<file path="src/rtl/af_pkg.sv">
package af_pkg;
    localparam logic [31:0] CRC_POLY    = 32'hEDB88320;
    localparam int          ADDR_BYTES  = 6;
    localparam int          MODE_W      = 3;
    localparam int          MODE_PROMISC = 0;
    localparam int          MODE_ALLMC   = 1;
    localparam int          MODE_HASHMC  = 2;
    localparam int          REG_MODE    = 0;
    localparam int          REG_HASH_LO = 1;
    localparam int          REG_HASH_HI = 2;
    localparam int          ENTRY_BASE  = 16;

    typedef enum logic [1:0] {
        ST_IDLE = 2'd0,
        ST_ADDR = 2'd1,
        ST_HOLD = 2'd2
    } af_state_e;

    // Reflected CRC-32 update over one byte, LSB first
    function automatic logic [31:0] crc_byte(input logic [31:0] c_in, input logic [7:0] d);
        logic [31:0] c;
        c = c_in ^ {24'd0, d};
        for (int i = 0; i < 8; i++) begin
            c = c[0] ? ((c >> 1) ^ CRC_POLY) : (c >> 1);
        end
        return c;
    endfunction
endpackage

</file>
<file path="src/rtl/af_crc_unit.sv">
module af_crc_unit
    import af_pkg::*;
(
    input  logic       clk,
    input  logic       rst_n,
    input  logic       start,
    input  logic       en,
    input  logic [7:0] data,
    output logic [5:0] hash_idx
);
    logic [31:0] crc_q;
    logic [31:0] crc_next;

    always_comb begin
        crc_next = crc_byte(start ? 32'hFFFF_FFFF : crc_q, data);
        // complement, reverse, keep top six: index bit 5-i is ~crc bit i
        for (int i = 0; i < 6; i++) begin
            hash_idx[5-i] = ~crc_next[i];
        end
    end

    always_ff @(posedge clk or negedge rst_n) begin
        if (!rst_n)  crc_q <= 32'hFFFF_FFFF;
        else if (en) crc_q <= crc_next;
    end
endmodule

</file>
<file path="src/rtl/af_perfect_bank.sv">
module af_perfect_bank
    import af_pkg::*;
#(
    parameter int NUM_ENTRIES = 4,
    parameter int REG_AW      = 9
) (
    input  logic              clk,
    input  logic              rst_n,
    input  logic              wr_en,
    input  logic [REG_AW-1:0] wr_addr,
    input  logic [31:0]       wr_data,
    input  logic [47:0]       cmp_addr,
    output logic              hit
);
    logic [NUM_ENTRIES-1:0] match;

    for (genvar i = 0; i < NUM_ENTRIES; i++) begin : g_ent
        localparam logic [REG_AW-1:0] A_LO = REG_AW'(ENTRY_BASE + 2*i);
        localparam logic [REG_AW-1:0] A_HI = REG_AW'(ENTRY_BASE + 2*i + 1);
        logic [47:0] mac_q;
        logic        en_q;

        always_ff @(posedge clk or negedge rst_n) begin
            if (!rst_n) begin
                mac_q <= '0;
                en_q  <= 1'b0;
            end else if (wr_en) begin
                if (wr_addr == A_LO) mac_q[31:0] <= wr_data;
                if (wr_addr == A_HI) begin
                    mac_q[47:32] <= wr_data[15:0];
                    en_q         <= wr_data[31];
                end
            end
        end

        assign match[i] = en_q && (mac_q == cmp_addr);
    end

    assign hit = |match;
endmodule

</file>
<file path="src/rtl/af_frame_fsm.sv">
module af_frame_fsm
    import af_pkg::*;
(
    input  logic        clk,
    input  logic        rst_n,
    input  logic        sof,
    input  logic        byte_vld,
    input  logic [7:0]  byte_data,
    input  logic        verdict,
    output logic        start,
    output logic        take,
    output logic [47:0] full_addr,
    output logic        dec_vld,
    output logic        dec_accept
);
    localparam int CNT_W = $clog2(ADDR_BYTES + 1);
    localparam int HEAD_W = 8 * (ADDR_BYTES - 1);
    localparam logic [CNT_W-1:0] LAST_POS = CNT_W'(ADDR_BYTES - 1);

    af_state_e        state_q, state_d;
    logic [CNT_W-1:0] cnt_q, pos;
    logic [HEAD_W-1:0] head_q;
    logic             last;

    always_comb begin
        start     = sof && byte_vld;
        take      = start || (byte_vld && state_q == ST_ADDR);
        pos       = start ? '0 : cnt_q;
        last      = take && (pos == LAST_POS);
        full_addr = {byte_data, head_q};
    end

    always_comb begin
        state_d = state_q;
        unique case (state_q)
            ST_IDLE: if (start) state_d = ST_ADDR;
            ST_ADDR: if (start) state_d = ST_ADDR;
                     else if (last) state_d = ST_HOLD;
            ST_HOLD: if (start) state_d = ST_ADDR;
            default: state_d = ST_IDLE;
        endcase
    end

    // state register
    always_ff @(posedge clk or negedge rst_n) begin
        if (!rst_n) begin
            state_q <= ST_IDLE;
            cnt_q   <= '0;
        end else begin
            state_q <= state_d;
            if (start)     cnt_q <= CNT_W'(1);
            else if (take) cnt_q <= cnt_q + 1'b1;
        end
    end

    for (genvar k = 0; k < ADDR_BYTES - 1; k++) begin : g_head
        always_ff @(posedge clk or negedge rst_n) begin
            if (!rst_n)                           head_q[8*k +: 8] <= '0;
            else if (take && pos == CNT_W'(k))    head_q[8*k +: 8] <= byte_data;
        end
    end

    // outputs
    always_ff @(posedge clk or negedge rst_n) begin
        if (!rst_n) begin
            dec_vld    <= 1'b0;
            dec_accept <= 1'b0;
        end else begin
            dec_vld    <= last;
            dec_accept <= last && verdict;
        end
    end
endmodule

</file>
<file path="src/rtl/eth_rx_addr_filter.sv">
module eth_rx_addr_filter
    import af_pkg::*;
#(
    parameter int NUM_ENTRIES = 4,
    parameter int REG_AW      = 9
) (
    input  logic              clk,
    input  logic              rst_n,
    input  logic              cfg_wr_en,
    input  logic [REG_AW-1:0] cfg_wr_addr,
    input  logic [31:0]       cfg_wr_data,
    input  logic              rx_sof,
    input  logic              rx_byte_vld,
    input  logic [7:0]        rx_byte,
    output logic              flt_valid,
    output logic              flt_accept
);
    localparam logic [REG_AW-1:0] A_MODE    = REG_AW'(REG_MODE);
    localparam logic [REG_AW-1:0] A_HASH_LO = REG_AW'(REG_HASH_LO);
    localparam logic [REG_AW-1:0] A_HASH_HI = REG_AW'(REG_HASH_HI);

    logic [MODE_W-1:0] mode_q;
    logic [63:0]       hash_q;
    logic              start, take, uc_hit, verdict;
    logic [47:0]       full_addr;
    logic [5:0]        hash_idx;
    logic              is_group, is_bcast, hash_bit;

    always_ff @(posedge clk or negedge rst_n) begin
        if (!rst_n) begin
            mode_q <= '0;
            hash_q <= '0;
        end else if (cfg_wr_en) begin
            if (cfg_wr_addr == A_MODE)    mode_q        <= cfg_wr_data[MODE_W-1:0];
            if (cfg_wr_addr == A_HASH_LO) hash_q[31:0]  <= cfg_wr_data;
            if (cfg_wr_addr == A_HASH_HI) hash_q[63:32] <= cfg_wr_data;
        end
    end

    af_frame_fsm u_fsm (
        .clk        (clk),
        .rst_n      (rst_n),
        .sof        (rx_sof),
        .byte_vld   (rx_byte_vld),
        .byte_data  (rx_byte),
        .verdict    (verdict),
        .start      (start),
        .take       (take),
        .full_addr  (full_addr),
        .dec_vld    (flt_valid),
        .dec_accept (flt_accept)
    );

    af_crc_unit u_crc (
        .clk      (clk),
        .rst_n    (rst_n),
        .start    (start),
        .en       (take),
        .data     (rx_byte),
        .hash_idx (hash_idx)
    );

    af_perfect_bank #(
        .NUM_ENTRIES (NUM_ENTRIES),
        .REG_AW      (REG_AW)
    ) u_bank (
        .clk      (clk),
        .rst_n    (rst_n),
        .wr_en    (cfg_wr_en),
        .wr_addr  (cfg_wr_addr),
        .wr_data  (cfg_wr_data),
        .cmp_addr (full_addr),
        .hit      (uc_hit)
    );

    always_comb begin
        is_group = full_addr[0];
        is_bcast = &full_addr;
        hash_bit = hash_q[hash_idx];  // index bit 5 picks the upper half
        verdict  = mode_q[MODE_PROMISC]
                 | is_bcast
                 | (is_group  & (mode_q[MODE_ALLMC] | (mode_q[MODE_HASHMC] & hash_bit)))
                 | (!is_group & uc_hit);
    end
endmodule

</file>
<file path="config.mk">
export PLATFORM = sky130hd
export DESIGN_NAME = eth_rx_addr_filter
export DESIGN_NICKNAME = d
export VERILOG_FILES = /design/src/rtl/af_pkg.sv /design/src/rtl/af_crc_unit.sv /design/src/rtl/af_perfect_bank.sv /design/src/rtl/af_frame_fsm.sv /design/src/rtl/eth_rx_addr_filter.sv
export SDC_FILE = /design/constraint.sdc
export NUM_CORES = 1
export LEC_CHECK = 0
export BUFFER_PORTS_ARGS = -buffer_cell sky130_fd_sc_hd__buf_4
export CAP_MARGIN = 15
export CORE_ASPECT_RATIO = 1.2
export CORE_MARGIN = 2
export CORE_UTILIZATION = 45
export DETAILED_ROUTE_END_ITERATION = 12
export PLACE_DENSITY = 0.58
export SLEW_MARGIN = 15
export SYNTH_ARGS = -nofsm -noshare
export SYNTH_HDL_FRONTEND = slang
export SYNTH_SLANG_ARGS = --single-unit
</file>
<file path="constraint.sdc">
create_clock -name clk -period 9.22 [get_ports clk]
set_clock_uncertainty 0.05 [all_clocks]
set_input_delay 0.461 -clock clk [delete_from_list [all_inputs] [get_ports clk]]
set_output_delay 0.461 -clock clk [all_outputs]
set_load 0.02 [all_outputs]
</file>
==> key figures, run 1 <==
Floorplan
  • Core area: 37600 sq um
  • Boundary Pins: 56
  • Initial Utilization: 0.452
  • Total die area: 39300 sq um
  • Row cnt: slightly below 80
  • Die H: 217 microns
  • Die W: 181 microns

Clock tree
  • TritonCTS clock tree: built
  • Hold_buf cts: 0
  • Worst-path clk slew: 0.06 ns
  • Clk_lat worst skew: 0.54 ns
  • CTS H-tree depth: 2
  • Clock Tree Buf Depth: 3
  • Clock root buffer: clkbuf_16
  • # Post-CTS Setup Buffers: 0
  • Clk sinks: 342
  • Post-cts resize count: 0
  • Total CTS buffers: 37

Critical path
  • R2r worst-path depth: 8
  • Nature of the critical path endpoint: flip-flop
  • WP data arrival: between 4 and 5 ns
  • R2R setup slack: 5.42 ns
  • Reg2reg end: u_fsm.dec_accept
  • Worst Path Required: 9.58 ns
  • Critical path class: flip-flop to flip-flop
  • Startpoint Class: flip-flop
  • Max FO, Critical Path: 13
  • Critical Path End: u_fsm.dec_accept
  • Launch point of the worst reg-to-reg path: u_crc.crc_q[3]
  • Worst setup path startpoint: u_crc.crc_q[3]

Pwr
  • Cell Pwr Density: around 300 nW/um^2
  • Max IR drop VDD: ~0.15 mV
  • Pleak: 0.00884 uW

Detailed routing
  • DRT antenna net count: 0
  • Residual DRC: 0
  • Routed vias/inst: 5.72
  • 1st-pass router iterations: 5
  • Wirelength per Cell: 26.7 microns
  • Final wirelength: 50200 microns
  • DR iter-0 viols: 784
  • DR vias: 10.8k

Logic synthesis
  • Synth cell types: 58
  • Biggest area consumer among synthesized cells: dfrtp_1
  • Ys Warns: 0
  • Flops & latches, synth: 342
  • Part of the Yosys area used for sequential elements: 0.506
  • Post-synth EDFFs: 0
  • Synth area leaders: dfrtp_1 (46%), mux2_2 (20%), xor2_1 (6.9%)
  • Most common library cells after synthesis: dfrtp_1 (310), mux2_2 (295), xor2_1 (134), xnor2_1 (132), clkbuf_1 (72)
  • Share of the synthesized area in the top cell type: 0.456
  • Top-count cell post-synth: dfrtp_1
  • Async set or reset register ratio after synthesis: 1.00
  • Synth Area per Inst: 12.3 sq um
  • Commonest register cell after synthesis: dfrtp_1
  • Post-Syn Area: 17000 sq um
  • Synthesized instance count: 1380
  • Syn_nets: 1435

Layout
  • Final net count: about 1.4k
  • Layout cell share with drive strength beyond 1: 0.338
  • Area growth from synthesis to layout: 11.2%

STA
  • Minimum clock period: 3.80 ns
  • Worst-margin pin slew: 1.06 ns
  • Final setup violation count: 0
  • Max Clk Rate: 263 MHz
  • Slew Viols, Final: 0
  • Tcrit/Tclk final: 0.412
  • Final hold slack: -0.0201 ns
  • Final hold vios: 17
  • Setup_tns: 0 ns
  • Worst slew margin: 0.294
  • RSZ-0062 raised after global routing: no

Min path
  • Worst min path class: primary input to async pin

Status
  • Failing checks: hold timing
  • Status: complete, but fails checks

Placement
  • Post-DP HPWL: ~34000 microns
  • Gp weighted congestion: 0.895
  • Number of port buffers: 55

GRT
  • Wire length of the first global-routing pass: approximately 74000 microns
  • Largest net degree at the start of global routing: 151
  • GRT Overall Usage: 0.260
  • Overflow after GRT: 0
  • Antenna violations before repair: 4
  • Vias in the first global route: between 10k and 15k

Flow run
  • Max Cap Viol: 0
sequential cells by signal, summed over array words and instances (netlist names):
| name | cells |
|---|---|
| u_fsm.state_q | 2 |
| hash_q | 64 |
| u_fsm.dec_vld | 1 |
| mode_q | 3 |
| u_bank.g_ent.mac_q | 192 |
| u_bank.g_ent.en_q | 4 |
| u_fsm.cnt_q | 3 |
| u_fsm.dec_accept | 1 |
| u_crc.crc_q | 32 |
| u_fsm.full_addr | 40 |
area by class of cell:
class / count / area, sq um
fill: 3365 / 18700
sequential: 342 / 8600
multi-input combinational: 904 / 7910
clock buffer: 53 / 1070
tap: 480 / 601
timing repair buffer: 72 / 573
clock inverter: 7 / 75.1
inverter: 20 / 75.1
antenna: 1 / 2.50
worst min-delay path by stage:
stage | startpoint | endpoint | slack, ns | cells past startpoint
4_1_cts | rst_n | hash_q[58] | 0.01 | 1
3_5_place_dp | u_fsm.state_q[0] | u_fsm.state_q[0] | 0.42 | 1
6_report | rst_n | hash_q[16] | -0.02 | 1
2_1_floorplan | rst_n | hash_q[0] | 0.12 | 0
3_3_place_gp | u_fsm.state_q[1] | u_fsm.state_q[0] | 0.41 | 1
5_1_grt | rst_n | hash_q[60] | 0.04 | 1
kinds of logic (layout without fill, tap and decap cells):
group           after synthesis  count (layout)  synth area share
compound gates               91              91            0.0340
xor+xnor                    271             271             0.143
fa+ha+maj                     1               1          0.000736
buf+inv                     134             152            0.0316
flops                       342             342             0.506
mux                         328             328             0.221
other cells                   0               1                 0
simple gates                213             213            0.0634
cell usage in the layout, fill, tap and decap left out, drive strengths merged, types with 8 or more instances in the layout:
master,netlist,final
dfstp,32,32
mux2i,25,25
inv,20,20
mux4,8,8
o21ai,46,46
buf,37,72
nor2,40,40
nor4,35,35
nand4,35,35
a21oi,11,11
mux2,295,295
xnor2,135,135
dfrtp,310,310
nand3,17,17
nor3,8,8
xor2,134,134
clkbuf,77,53
nand2,60,60
routing by layer:
metal | vias up | global-route usage | wire, microns
met3 | 106 | 0.0356 | 2160
met1 | 5582 | 0.330 | 20900
met2 | 318 | 0.439 | 24400
li1 | 4748 | - | -
met5 | - | 0 | 0
met4 | 0 | 0.126 | 2730
stage by stage:
step | worst slack [ns] | power (uW) | utilization | cells | area, sq um
2_1_floorplan | 6.03 | 3550 | - | 1380 | 17000
3_3_place_gp | 5.34 | 4130 | 0.472 | 1817 | 17700
3_5_place_dp | 5.28 | 4160 | 0.473 | 1818 | 17800
4_1_cts | 5.39 | 5610 | 0.503 | 1878 | 18900
5_1_grt | 5.22 | 5840 | 0.503 | 1878 | 18900
6_report | 5.42 | 5570 | 0.503 | 1879 | 18900
report_power, final:
part           switching (uW)  internal, uW  total [uW]
combinational            1040           907        1950
sequential                431          1750        2190
clock                     612           830        1440
total                    2080          3490        5570
worst max-delay path: stages (launching register included):
cell,delay (ns)
dfstp_2,0.62
xnor3_1,0.49
a21oi_1,0.26
a211oi_2,0.11
nor2_2,0.72
mux4_1,0.64
a221o_1,0.30
a211o_1,0.23
o31a_1,0.25
(Power assumes the default switching activity.)
==> run 2, diff against run 1 <==
--- a/config.mk
+++ b/config.mk
@@ -11,7 +11,7 @@
 export CORE_MARGIN = 2
 export CORE_UTILIZATION = 45
 export DETAILED_ROUTE_END_ITERATION = 12
-export PLACE_DENSITY = 0.58
+export PLACE_DENSITY = 0.6
 export SLEW_MARGIN = 15
 export SYNTH_ARGS = -nofsm -noshare
 export SYNTH_HDL_FRONTEND = slang
==> constraint.sdc (replaced) <==
create_clock -name clk -period 3.1 [get_ports clk]
set_clock_uncertainty 0.05 [all_clocks]
set_input_delay 0.155 -clock clk [delete_from_list [all_inputs] [get_ports clk]]
set_output_delay 0.155 -clock clk [all_outputs]
set_load 0.02 [all_outputs]
==> key figures, run 2 (synthesis results as in run 1) <==
Layout
  • Fill count: 3201 (was 3365)
  • Seq. cell area: 8600 sq um (unchanged)
  • Post-route cell area: 19900 sq um (was 18900 sq um)
  • Final std cells w/o fill: 1985 (was 1879)
  • Antenna cells: 0 (was 1)
  • Final core utilization: 0.529 (was 0.503)
  • Biggest register: u_bank.g_ent.mac_q (unchanged)
  • Final net count: 1535 (was 1432)
  • Layout cell share with drive strength beyond 1: 0.363 (was 0.338)
  • Max reg flops: 192 (unchanged)
  • Leading cell type in the layout, fill and taps excluded: dfrtp_1 (unchanged)
  • Most frequent cells in the layout: dfrtp_1 (310), mux2_2 (295), buf_4 (134) (was dfrtp_1 (310), mux2_2 (295), xor2_1 (134))
  • Area of the multi-input gates: 7920 sq um (was 7910 sq um)
  • Area growth from synthesis to layout: 16.8% (was 11.2%)

Placement
  • Pre-CTS setup slack: -0.0183 ns (was 5.28 ns)
  • Post-DP HPWL: 35000 microns (was 34200 microns)
  • Number of port buffers: 55 (unchanged)
  • Gp weighted congestion: 0.918 (was 0.895)
  • Post-DP Area: 18300 sq um (was 17800 sq um)
  • Inst Count DP: 1884 (was 1818)

Pwr
  • Pleak: 0.00935 uW (was 0.00884 uW)
  • Cell Pwr Density: 879 nW/um^2 (was 295 nW/um^2)
  • Register share of total power: 0.351 (was 0.392)
  • Internal power: 11200 uW (was 3490 uW)
  • Max IR drop VDD: 0.393 mV (was 0.154 mV)
  • Switching Share: 0.361 (was 0.374)
  • Combinational share of power: 0.392 (was 0.349)
  • Switching Power: 6300 uW (was 2080 uW)
  • Clock power share: 0.257 (was 0.259)

Floorplan
  • Core area: 37600 sq um (unchanged)
  • Boundary Pins: 56 (unchanged)
  • Die H: 217 microns (unchanged)
  • Die W: 181 microns (unchanged)
  • Row cnt: 78 (unchanged)
  • Total die area: 39300 sq um (unchanged)
  • Initial Utilization: 0.452 (unchanged)

Critical path
  • Critical path class: flip-flop to flip-flop (unchanged)
  • Startpoint Class: flip-flop (unchanged)
  • Delay-heaviest family, CP: compound AO/OA/AOI/OAI gates (unchanged)
  • Max FO, Critical Path: 7 (was 13)
  • Worst Path Required: 3.46 ns (was 9.58 ns)
  • Launch point of the worst reg-to-reg path: u_crc.crc_q[3] (unchanged)
  • Buf/Inv on CP: 0 (unchanged)
  • Nature of the critical path endpoint: flip-flop (unchanged)
  • Worst setup path startpoint: u_crc.crc_q[3] (unchanged)
  • WP data arrival: 3.47 ns (was 4.16 ns)
  • Worst path cell trace: xnor3_2 > a21oi_2 > a211oi_2 > nor2_4 > mux4_2 > a221o_1 > a211o_1 > o31a_1 (was xnor3_1 > a21oi_1 > a211oi_2 > nor2_2 > mux4_1 > a221o_1 > a211o_1 > o31a_1)
  • Worst stage delay on the critical path: 0.54 ns (was 0.72 ns)
  • Slowest cell on crit path: dfstp_2 (was nor2_2)

GRT
  • Overflow after GRT: 0 (unchanged)
  • Vias in the first global route: 11.6k (was 11.1k)
  • GRT Overall Usage: 0.260 (about the same)
  • Wire length of the first global-routing pass: 75100 microns (was 74400 microns)
  • Largest net degree at the start of global routing: 91 (was 151)
  • Antenna violations before repair: 2 (was 4)

Clock tree
  • Worst-path clk slew: 0.06 ns (about the same)
  • Clk sinks: 342 (unchanged)
  • Total CTS buffers: 38 (was 37)
  • Clock root buffer: clkbuf_16 (unchanged)
  • Clk_lat worst skew: 0.54 ns (about the same)
  • CTS H-tree depth: 2 (unchanged)
  • TritonCTS clock tree: built (unchanged)
  • Clock Tree Buf Depth: 3 (unchanged)

Status
  • Failing checks: setup timing (was hold timing)
  • Status: complete, but fails checks (unchanged)

Detailed routing
  • DR iter-0 viols: 832 (was 784)
  • 1st-pass router iterations: 7 (was 5)
  • Final wirelength: 50400 microns (was 50200 microns)
  • Wirelength per Cell: 25.4 microns (was 26.7 microns)
  • DRT antenna net count: 0 (unchanged)
  • Routed vias/inst: 5.65 (was 5.72)
  • DR vias: 11.2k (was 10.8k)
  • Residual DRC: 0 (unchanged)

STA
  • Slew Viols, Final: 0 (unchanged)
  • Final hold slack: 0.00958 ns (was -0.0201 ns)
  • Worst-margin pin slew: 0.783 ns (was 1.06 ns)
  • Max Clk Rate: 322 MHz (was 263 MHz)
  • Tcrit/Tclk final: 1.00 (was 0.412)
  • Final hold vios: 0 (was 17)
  • Minimum clock period: 3.10 ns (was 3.80 ns)
  • Worst slew margin: 0.478 (was 0.294)
  • Final setup violation count: 1 (was 0)
  • RSZ-0062 raised after global routing: yes (was no)
  • Setup WS post-layout: -0.00401 ns (was 5.42 ns)

Flow run
  • Max Cap Viol: 0 (unchanged)

Min path
  • Worst min path class: primary input to flip-flop (was primary input to async pin)
  • Worst min-delay path startpoint: cfg_wr_data[2]
==> run 2: layer usage <==
metal  global-route usage  share of wire
met5                    0              0
met4                0.117          0.046
met3               0.0321          0.045
met2                0.440           0.49
met1                0.336           0.42
==> run 2: cell type report <==
class | count | share of cell area
multi-input combinational | 904 | 0.399
sequential | 342 | 0.433
clock inverter | 7 | 0.00447
clock buffer | 58 | 0.0568
timing repair buffer | 174 | 0.0731
inverter | 20 | 0.00378
tap | 480 | 0.0302
==> run 2: repair_timing <==
action | in CTS | in global routing
hold endpoints to repair | 273 | 0
gates resized for setup | 1 | 2
endpoints found under the setup margin | 1 | 1
hold buffers | 35 | 0
pin swaps | 1 | 6
buffers inserted | 0 | 2
==> run 2: worst paths after layout <==
path                                                  end  slack, ns  cells after the start
worst min-delay path            u_bank.g_ent[2].mac_q[34]       0.01                      2
worst max-delay path                     u_fsm.dec_accept     -0.004                      8
max in group asynchronous       u_bank.g_ent[1].mac_q[30]       1.84                      3
min in group asynchronous                      hash_q[17]       0.22                      2
worst max register to register           u_fsm.dec_accept     -0.004                      8
worst min register to register           u_fsm.state_q[0]       0.42                      1
==> run 2: power by group through the flow <==
| stage | clock network [uW] | logic [uW] | registers, uW |
|---|---|---|---|
| after floorplan | 0 | 5090 | 5500 |
| after global placement | 0 | 6780 | 6180 |
| after detailed placement | 0 | 6840 | 6200 |
| after CTS | 4570 | 6910 | 6130 |
| after global routing | 4750 | 7350 | 6220 |
| final | 4480 | 6850 | 6130 |
==> run 2: through the flow <==
stage	TNS (ns)	power, uW
detailed placement	-0.0183	13000
floorplan	0	10600
global placement	0	13000
CTS	0	17600
finish	-0.00401	17500
global route	-0.0858	18300
